===== src/rtl/irq_dual_prio_pkg.sv =====
package irq_dual_prio_pkg;
  typedef enum logic {
    SRC_ASYNC = 1'b0,
    SRC_SYNC  = 1'b1
  } irq_src_e;
endpackage


===== src/rtl/irq_level_pick.sv =====
module irq_level_pick
  import irq_dual_prio_pkg::*;
#(
  parameter int LVL_W = 3,
  parameter int ARB_W = 4
) (
  input  logic             clk,
  input  logic             rst_n,
  input  logic             sync_req_i,
  input  logic [LVL_W-1:0] sync_lvl_i,
  input  logic             async_req_i,
  input  logic [LVL_W-1:0] async_lvl_i,
  input  logic [ARB_W-1:0] arb_id_i,
  output logic [LVL_W-1:0] win_lvl_o,
  output irq_src_e         win_src_o
);
  logic sync_on, async_on, take_sync;

  always_comb begin
    sync_on   = sync_req_i  && (sync_lvl_i  != '0);
    async_on  = async_req_i && (async_lvl_i != '0);
    // Tie at equal level goes to the synchronous unit
    take_sync = sync_on && (!async_on || (sync_lvl_i >= async_lvl_i));
    win_src_o = take_sync ? SRC_SYNC : SRC_ASYNC;
    if (arb_id_i == '0) begin
      win_lvl_o = '0;
    end else if (take_sync) begin
      win_lvl_o = sync_lvl_i;
    end else if (async_on) begin
      win_lvl_o = async_lvl_i;
    end else begin
      win_lvl_o = '0;
    end
  end

  // equal enabled levels pick the synchronous unit
  p_tie_sync_r4: assert property (@(posedge clk) disable iff (!rst_n)
    (sync_req_i && async_req_i && sync_lvl_i != '0 && sync_lvl_i == async_lvl_i)
      |-> (win_src_o == SRC_SYNC));

  // a disabled source never yields a level on its own
  p_lvl_zero_off_r2: assert property (@(posedge clk) disable iff (!rst_n)
    (!async_req_i && sync_lvl_i == '0) |-> (win_lvl_o == '0));
endmodule


===== src/rtl/irq_req_reg.sv =====
module irq_req_reg
  import irq_dual_prio_pkg::*;
#(
  parameter int LVL_W = 3,
  parameter int ARB_W = 4
) (
  input  logic             clk,
  input  logic             rst_n,
  input  logic [LVL_W-1:0] win_lvl_i,
  input  irq_src_e         win_src_i,
  input  logic [ARB_W-1:0] arb_id_i,
  input  logic [LVL_W-1:0] cpu_mask_i,
  output logic [LVL_W-1:0] lvl_q_o,
  output irq_src_e         src_q_o,
  output logic             irq_o
);
  logic [LVL_W-1:0] lvl_d, lvl_q;
  irq_src_e         src_d, src_q;
  logic             upd_en;

  always_comb begin
    lvl_d  = win_lvl_i;
    src_d  = win_src_i;
    upd_en = (lvl_d != lvl_q) || (src_d != src_q);
  end

  always_ff @(posedge clk or negedge rst_n) begin
    if (!rst_n) begin
      lvl_q <= '0;
      src_q <= SRC_ASYNC;
    end else if (upd_en) begin
      lvl_q <= lvl_d;
      src_q <= src_d;
    end
  end

  assign lvl_q_o = lvl_q;
  assign src_q_o = src_q;
  assign irq_o   = (lvl_q > cpu_mask_i);

  // a zero arbitration ID silences the request on the next edge
  p_arb_zero_quiet_r6: assert property (@(posedge clk) disable iff (!rst_n)
    (arb_id_i == '0) |=> (lvl_q == '0));

  // registered level follows the picked level one cycle later
  p_one_cycle_r8: assert property (@(posedge clk) disable iff (!rst_n)
    1'b1 |=> (lvl_q == $past(win_lvl_i)));
endmodule


===== src/rtl/irq_ack_resp.sv =====
module irq_ack_resp
  import irq_dual_prio_pkg::*;
#(
  parameter int LVL_W = 3,
  parameter int ARB_W = 4,
  parameter int VEC_W = 8,
  localparam int OFF_W = VEC_W + 1
) (
  input  logic             clk,
  input  logic             rst_n,
  input  logic             iack_i,
  input  logic [LVL_W-1:0] iack_lvl_i,
  input  logic [ARB_W-1:0] arb_id_i,
  input  logic [ARB_W-1:0] arb_bus_i,
  input  logic [VEC_W-1:0] vec_base_i,
  input  logic [LVL_W-1:0] lvl_q_i,
  input  irq_src_e         src_q_i,
  output logic             ack_valid_o,
  output logic [VEC_W-1:0] vec_o,
  output logic [OFF_W-1:0] vec_off_o
);
  logic             hit;
  logic [VEC_W-1:0] vec_full;

  always_comb begin
    hit         = iack_i && (lvl_q_i != '0) && (iack_lvl_i == lvl_q_i)
                  && (arb_id_i > arb_bus_i);
    vec_full    = vec_base_i;
    vec_full[0] = src_q_i;
    ack_valid_o = hit;
    vec_o       = hit ? vec_full : '0;
    vec_off_o   = {vec_o, 1'b0};
  end

  // answer only for our own non-zero level
  p_ack_level_r9: assert property (@(posedge clk) disable iff (!rst_n)
    ack_valid_o |-> (iack_lvl_i == lvl_q_i && lvl_q_i != '0));

  // vector LSB names the registered winning source
  p_vec_lsb_r5: assert property (@(posedge clk) disable iff (!rst_n)
    ack_valid_o |-> (vec_o[0] == src_q_i));
endmodule


===== src/rtl/irq_dual_prio.sv =====
module irq_dual_prio
  import irq_dual_prio_pkg::*;
#(
  parameter int LVL_W = 3,
  parameter int ARB_W = 4,
  parameter int VEC_W = 8,
  localparam int OFF_W = VEC_W + 1
) (
  input  logic             clk,
  input  logic             rst_n,
  input  logic             sync_req_i,
  input  logic [LVL_W-1:0] sync_lvl_i,
  input  logic             async_req_i,
  input  logic [LVL_W-1:0] async_lvl_i,
  input  logic [VEC_W-1:0] vec_base_i,
  input  logic [ARB_W-1:0] arb_id_i,
  input  logic [LVL_W-1:0] cpu_mask_i,
  input  logic             iack_i,
  input  logic [LVL_W-1:0] iack_lvl_i,
  input  logic [ARB_W-1:0] arb_bus_i,
  output logic [LVL_W-1:0] irq_lvl_o,
  output logic             irq_o,
  output logic             ack_valid_o,
  output logic [VEC_W-1:0] vec_o,
  output logic [OFF_W-1:0] vec_off_o
);
  logic [LVL_W-1:0] win_lvl, lvl_q;
  irq_src_e         win_src, src_q;

  irq_level_pick #(.LVL_W(LVL_W), .ARB_W(ARB_W)) u_pick (
    .clk(clk), .rst_n(rst_n),
    .sync_req_i(sync_req_i), .sync_lvl_i(sync_lvl_i),
    .async_req_i(async_req_i), .async_lvl_i(async_lvl_i),
    .arb_id_i(arb_id_i),
    .win_lvl_o(win_lvl), .win_src_o(win_src)
  );

  irq_req_reg #(.LVL_W(LVL_W), .ARB_W(ARB_W)) u_reg (
    .clk(clk), .rst_n(rst_n),
    .win_lvl_i(win_lvl), .win_src_i(win_src),
    .arb_id_i(arb_id_i), .cpu_mask_i(cpu_mask_i),
    .lvl_q_o(lvl_q), .src_q_o(src_q), .irq_o(irq_o)
  );

  irq_ack_resp #(.LVL_W(LVL_W), .ARB_W(ARB_W), .VEC_W(VEC_W)) u_ack (
    .clk(clk), .rst_n(rst_n),
    .iack_i(iack_i), .iack_lvl_i(iack_lvl_i),
    .arb_id_i(arb_id_i), .arb_bus_i(arb_bus_i),
    .vec_base_i(vec_base_i),
    .lvl_q_i(lvl_q), .src_q_i(src_q),
    .ack_valid_o(ack_valid_o), .vec_o(vec_o), .vec_off_o(vec_off_o)
  );

  assign irq_lvl_o = lvl_q;

  // strobe only above the CPU mask
  p_mask_r7: assert property (@(posedge clk) disable iff (!rst_n)
    irq_o |-> (irq_lvl_o > cpu_mask_i));
endmodule


===== config.mk =====
export PLATFORM = sky130hd
export DESIGN_NAME = irq_dual_prio
export DESIGN_NICKNAME = d
export VERILOG_FILES = /design/src/rtl/irq_dual_prio_pkg.sv /design/src/rtl/irq_level_pick.sv /design/src/rtl/irq_req_reg.sv /design/src/rtl/irq_ack_resp.sv /design/src/rtl/irq_dual_prio.sv
export SDC_FILE = /design/constraint.sdc
export NUM_CORES = 1
export LEC_CHECK = 0
export CORE_MARGIN = 3
export CORE_UTILIZATION = 34
export CTS_BUF_LIST = sky130_fd_sc_hd__clkbuf_4 sky130_fd_sc_hd__clkbuf_8
export DETAILED_ROUTE_END_ITERATION = 16
export PLACE_DENSITY = 0.94
export RECOVER_POWER = 50
export SLEW_MARGIN = 20
export SYNTH_ARGS = -nofsm -noshare
export SYNTH_HDL_FRONTEND = slang
export SYNTH_SLANG_ARGS = --single-unit

===== constraint.sdc =====
create_clock -name clk -period 4.3 [get_ports clk]
set_input_delay 1.29 -clock clk [delete_from_list [all_inputs] [get_ports clk]]
set_output_delay 1.29 -clock clk [all_outputs]
set_load 0.02 [all_outputs]

==> results by group <==
Placed design
  • IO buf count: 52
  • Placed instance count: about 140
  • Routability Congestion: 0.700
  • Sum of net half-perimeters after detailed placement: between 1500 and 2000 um

Layout
  • Fill cell instance count of the final layout: 123
  • Cell Count, Final, Fillers Out: about 150
  • Area growth from synthesis to final layout: 91.2%
  • Fraction of layout cells with a size suffix above 1: between 30% and 40%
  • Final layout net count: 168
  • Antenna Cells: 0

Logic synthesis
  • Share of flip-flops with an asynchronous set or reset after synthesis: 100%
  • Summed instance area of the synthesized netlist: a little over 600 um^2
  • Portion of synthesized cell area occupied by the leading cell type: around a fifth
  • Post-synthesis simple-gate area fraction: between 10% and 20%
  • Dominant combinational cell family by area after synthesis: adder cells
  • Syn nets: 118
  • Sequential area share after synthesis: 16.4%
  • Portion of netlist area occupied by mux cells: a little under 5%
  • Leading post-synthesis cells by instance count: sky130_fd_sc_hd__inv_1, sky130_fd_sc_hd__ha_1, sky130_fd_sc_hd__buf_4
  • Number of different library cells in the post-synthesis netlist: 27
  • Warning count from the yosys run: 0
  • Share of the synthesized area in compound gates (AO/OA/AOI/OAI): 15.7%
  • Dominant register cell in the synthesized netlist: sky130_fd_sc_hd__dfrtp_1
  • Library cell with the largest summed area after synthesis: sky130_fd_sc_hd__ha_1
  • Post-Synth XOR/XNOR Area: 2.86%
  • Post-synthesis register bit count: 4
  • Synth Area in Adders: 20.4%
  • Gate count of the mapped netlist: 75
  • Most common cell in the synthesized netlist: sky130_fd_sc_hd__inv_1
  • EDFF count, synth: 0
  • Synth top area cells: sky130_fd_sc_hd__ha_1, sky130_fd_sc_hd__dfrtp_1, sky130_fd_sc_hd__buf_4
  • Mean Syn Cell Area: 8.16 um^2

Clock tree
  • Clock slew at reported path FFs: 40 ps
  • Clock tree from TritonCTS: done
  • CTS Buf Count: 3
  • CTS Root Buffer Type: sky130_fd_sc_hd__clkbuf_4
  • Hold_buf cts: 0
  • Clock net sink count: 4
  • Number of H-tree levels: 1
  • Clock Path Buffers: 2

Die
  • Area of the die: 2340 um^2
  • Initial core utilization: a little under two fifths
  • # IOs: 55
  • Total number of placement rows: 14
  • Die Span Y: just under 50 um
  • Area of the placeable core: between 1500 and 2000 um^2
  • Die width: roughly 48 um

Drt
  • Total DRC errors in the routed layout: 0
  • Drt total wl: around 2100 um
  • Via count of the routed design: 723
  • Routed WL per cell: 14.5 um
  • Avg Vias per Cell: roughly 4.9
  • Antenna viol nets, final: 0
  • Drt first-iter violations: 2
  • First-pass iteration count of the detailed router: 3

Critical path
  • Required @ worst endpoint: 3010 ps
  • Worst setup path category: in2out
  • Crit path launch: arb_bus_i[1]
  • Endpoint kind of the worst setup timing path: output port
  • Critical path depth: 8
  • Cell family with most CP delay: simple AND/OR/NAND/NOR gates
  • Startpoint kind of the worst setup timing path: input pin
  • CP bufs+invs: 3
  • Cell with the biggest individual delay on the critical path: sky130_fd_sc_hd__clkdlybuf4s50_1
  • Worst setup path endpoint: vec_o[5]
  • Largest stage delay, worst path: 490 ps
  • List of cells traversed by the critical path: clkdlybuf4s50_1 -> inv_2 -> ha_4 -> and4b_2 -> a211oi_4 -> nor3_2 -> and2_4 -> buf_6
  • Arrival @ worst endpoint: 3050 ps
  • Largest fanout on the critical path: 4

Power and ir drop
  • Worst voltage drop across the vdd grid: between 0.15 and 0.2 mV
  • Static leakage: 0.630 nW
  • Pwr dens: 170 nW/um^2
  • Power consumption: between 0.00015 and 0.0002 W

GRT
  • First-pass GRT wire length: ~3100 um
  • Total GRT Usage: 16.4%
  • Number of global-route vias before repair: 721
  • Number of antenna violations at the first check in global routing: 0
  • Largest net degree at the start of global routing: 10
  • Residual overflow from global routing: 0

STA
  • Pins over their slew limit: 0
  • PnR worst setup slack: -43.5 ps
  • Minimum period implied by the final worst setup slack: 4340 ps
  • Setup TNS: -258 ps
  • Final number of setup-violating endpoints: 7
  • Share of the cycle needed by the critical path after routing: 101%
  • Number of hold violations in the final report: 0
  • Upper clock frequency limit: 0.230 GHz

Hold path
  • Worst hold path type: in2async

Status
  • Violated checks: setup timing
  • Result of the run: finished with violations

Run
  • Number of violations of the max-capacitance limit: 0
layout by cell type, fill, tap and decap left out, types with 4 or more instances in the layout:
master,instances
sky130_fd_sc_hd__and2_1,4
sky130_fd_sc_hd__clkdlybuf4s50_1,24
sky130_fd_sc_hd__inv_1,11
sky130_fd_sc_hd__buf_2,10
sky130_fd_sc_hd__dfrtp_1,4
sky130_fd_sc_hd__and2_4,4
sky130_fd_sc_hd__dlymetal6s2s_1,6
sky130_fd_sc_hd__buf_6,6
sky130_fd_sc_hd__ha_1,7
sky130_fd_sc_hd__dlygate4sd3_1,5
final cells by class:
type                    count  area [um^2]  area share, %
repair buffers             54          503           43.0
multi-input cells          48          462           39.5
flip-flops and latches      4          100           8.56
inverters                  14         52.6           4.49
well taps                  24         30.0           2.57
clock buffers               3         22.5           1.93
stage by stage:
step	hold WS [ps]	setup WS [ps]	util (%)	cell area (um^2)
3_3_place_gp	1500	-452	68.4	1090
2_1_floorplan	994	232	-	612
5_1_grt	1350	-82.6	73.4	1170
6_report	1340	-43.5	73.4	1170
3_5_place_dp	1510	-501	68.4	1090
4_1_cts	1260	3.51	67.8	1080
routing by layer:
metal / GRT usage [%] / wire length, um / up-vias
met2: 33.9 / 1180 / 41
met3: 6.13 / 197 / 4
met1: 13.8 / 713 / 331
li1: - / - / 347
met4: 6.16 / 45 / 0
met5: 0 / 0 / -
cells by family (layout without fill, tap and decap cells):
family | count (synthesis) | in the layout
other | 1 | 1
buffers and inverters | 24 | 71
xor gates and xnor gates | 2 | 2
AOI/OAI and AO/OA | 12 | 12
adders and majority gates | 10 | 10
and+or+nand+nor | 19 | 20
DFF | 4 | 4
muxes | 3 | 3
state kept, by name, summed over array words and instances (netlist names):
| name | count |
|---|---|
| u_reg.lvl_q_o | 3 |
| u_reg.src_q_o | 1 |
where the power goes:
group	switching [W]	total, W	internal, W
clock	0.0000129	0.0000439	0.0000310
combinational	0.0000493	0.000110	0.0000603
sequential	0.00000364	0.0000452	0.0000416
total	0.0000658	0.000199	0.000133
repair_timing:
item                       4_1_cts  5_1_grt
resized for setup               74       26
setup endpoints to repair       17       18
setup buffers                    1        2
pin swaps                        3        9
gates cloned                     0        1
worst min-delay path by stage:
stage          startpoint  slack [ps]  cells past startpoint                to
6_report            rst_n        1340                      1  u_reg.lvl_q_o[2]
4_1_cts             rst_n        1260                      1  u_reg.lvl_q_o[2]
5_1_grt             rst_n        1350                      1  u_reg.lvl_q_o[2]
3_5_place_dp        rst_n        1510                      1  u_reg.lvl_q_o[1]
3_3_place_gp        rst_n        1500                      1  u_reg.lvl_q_o[0]
2_1_floorplan       rst_n         990                      0  u_reg.lvl_q_o[0]
Power figures use the tool's default switching activity.
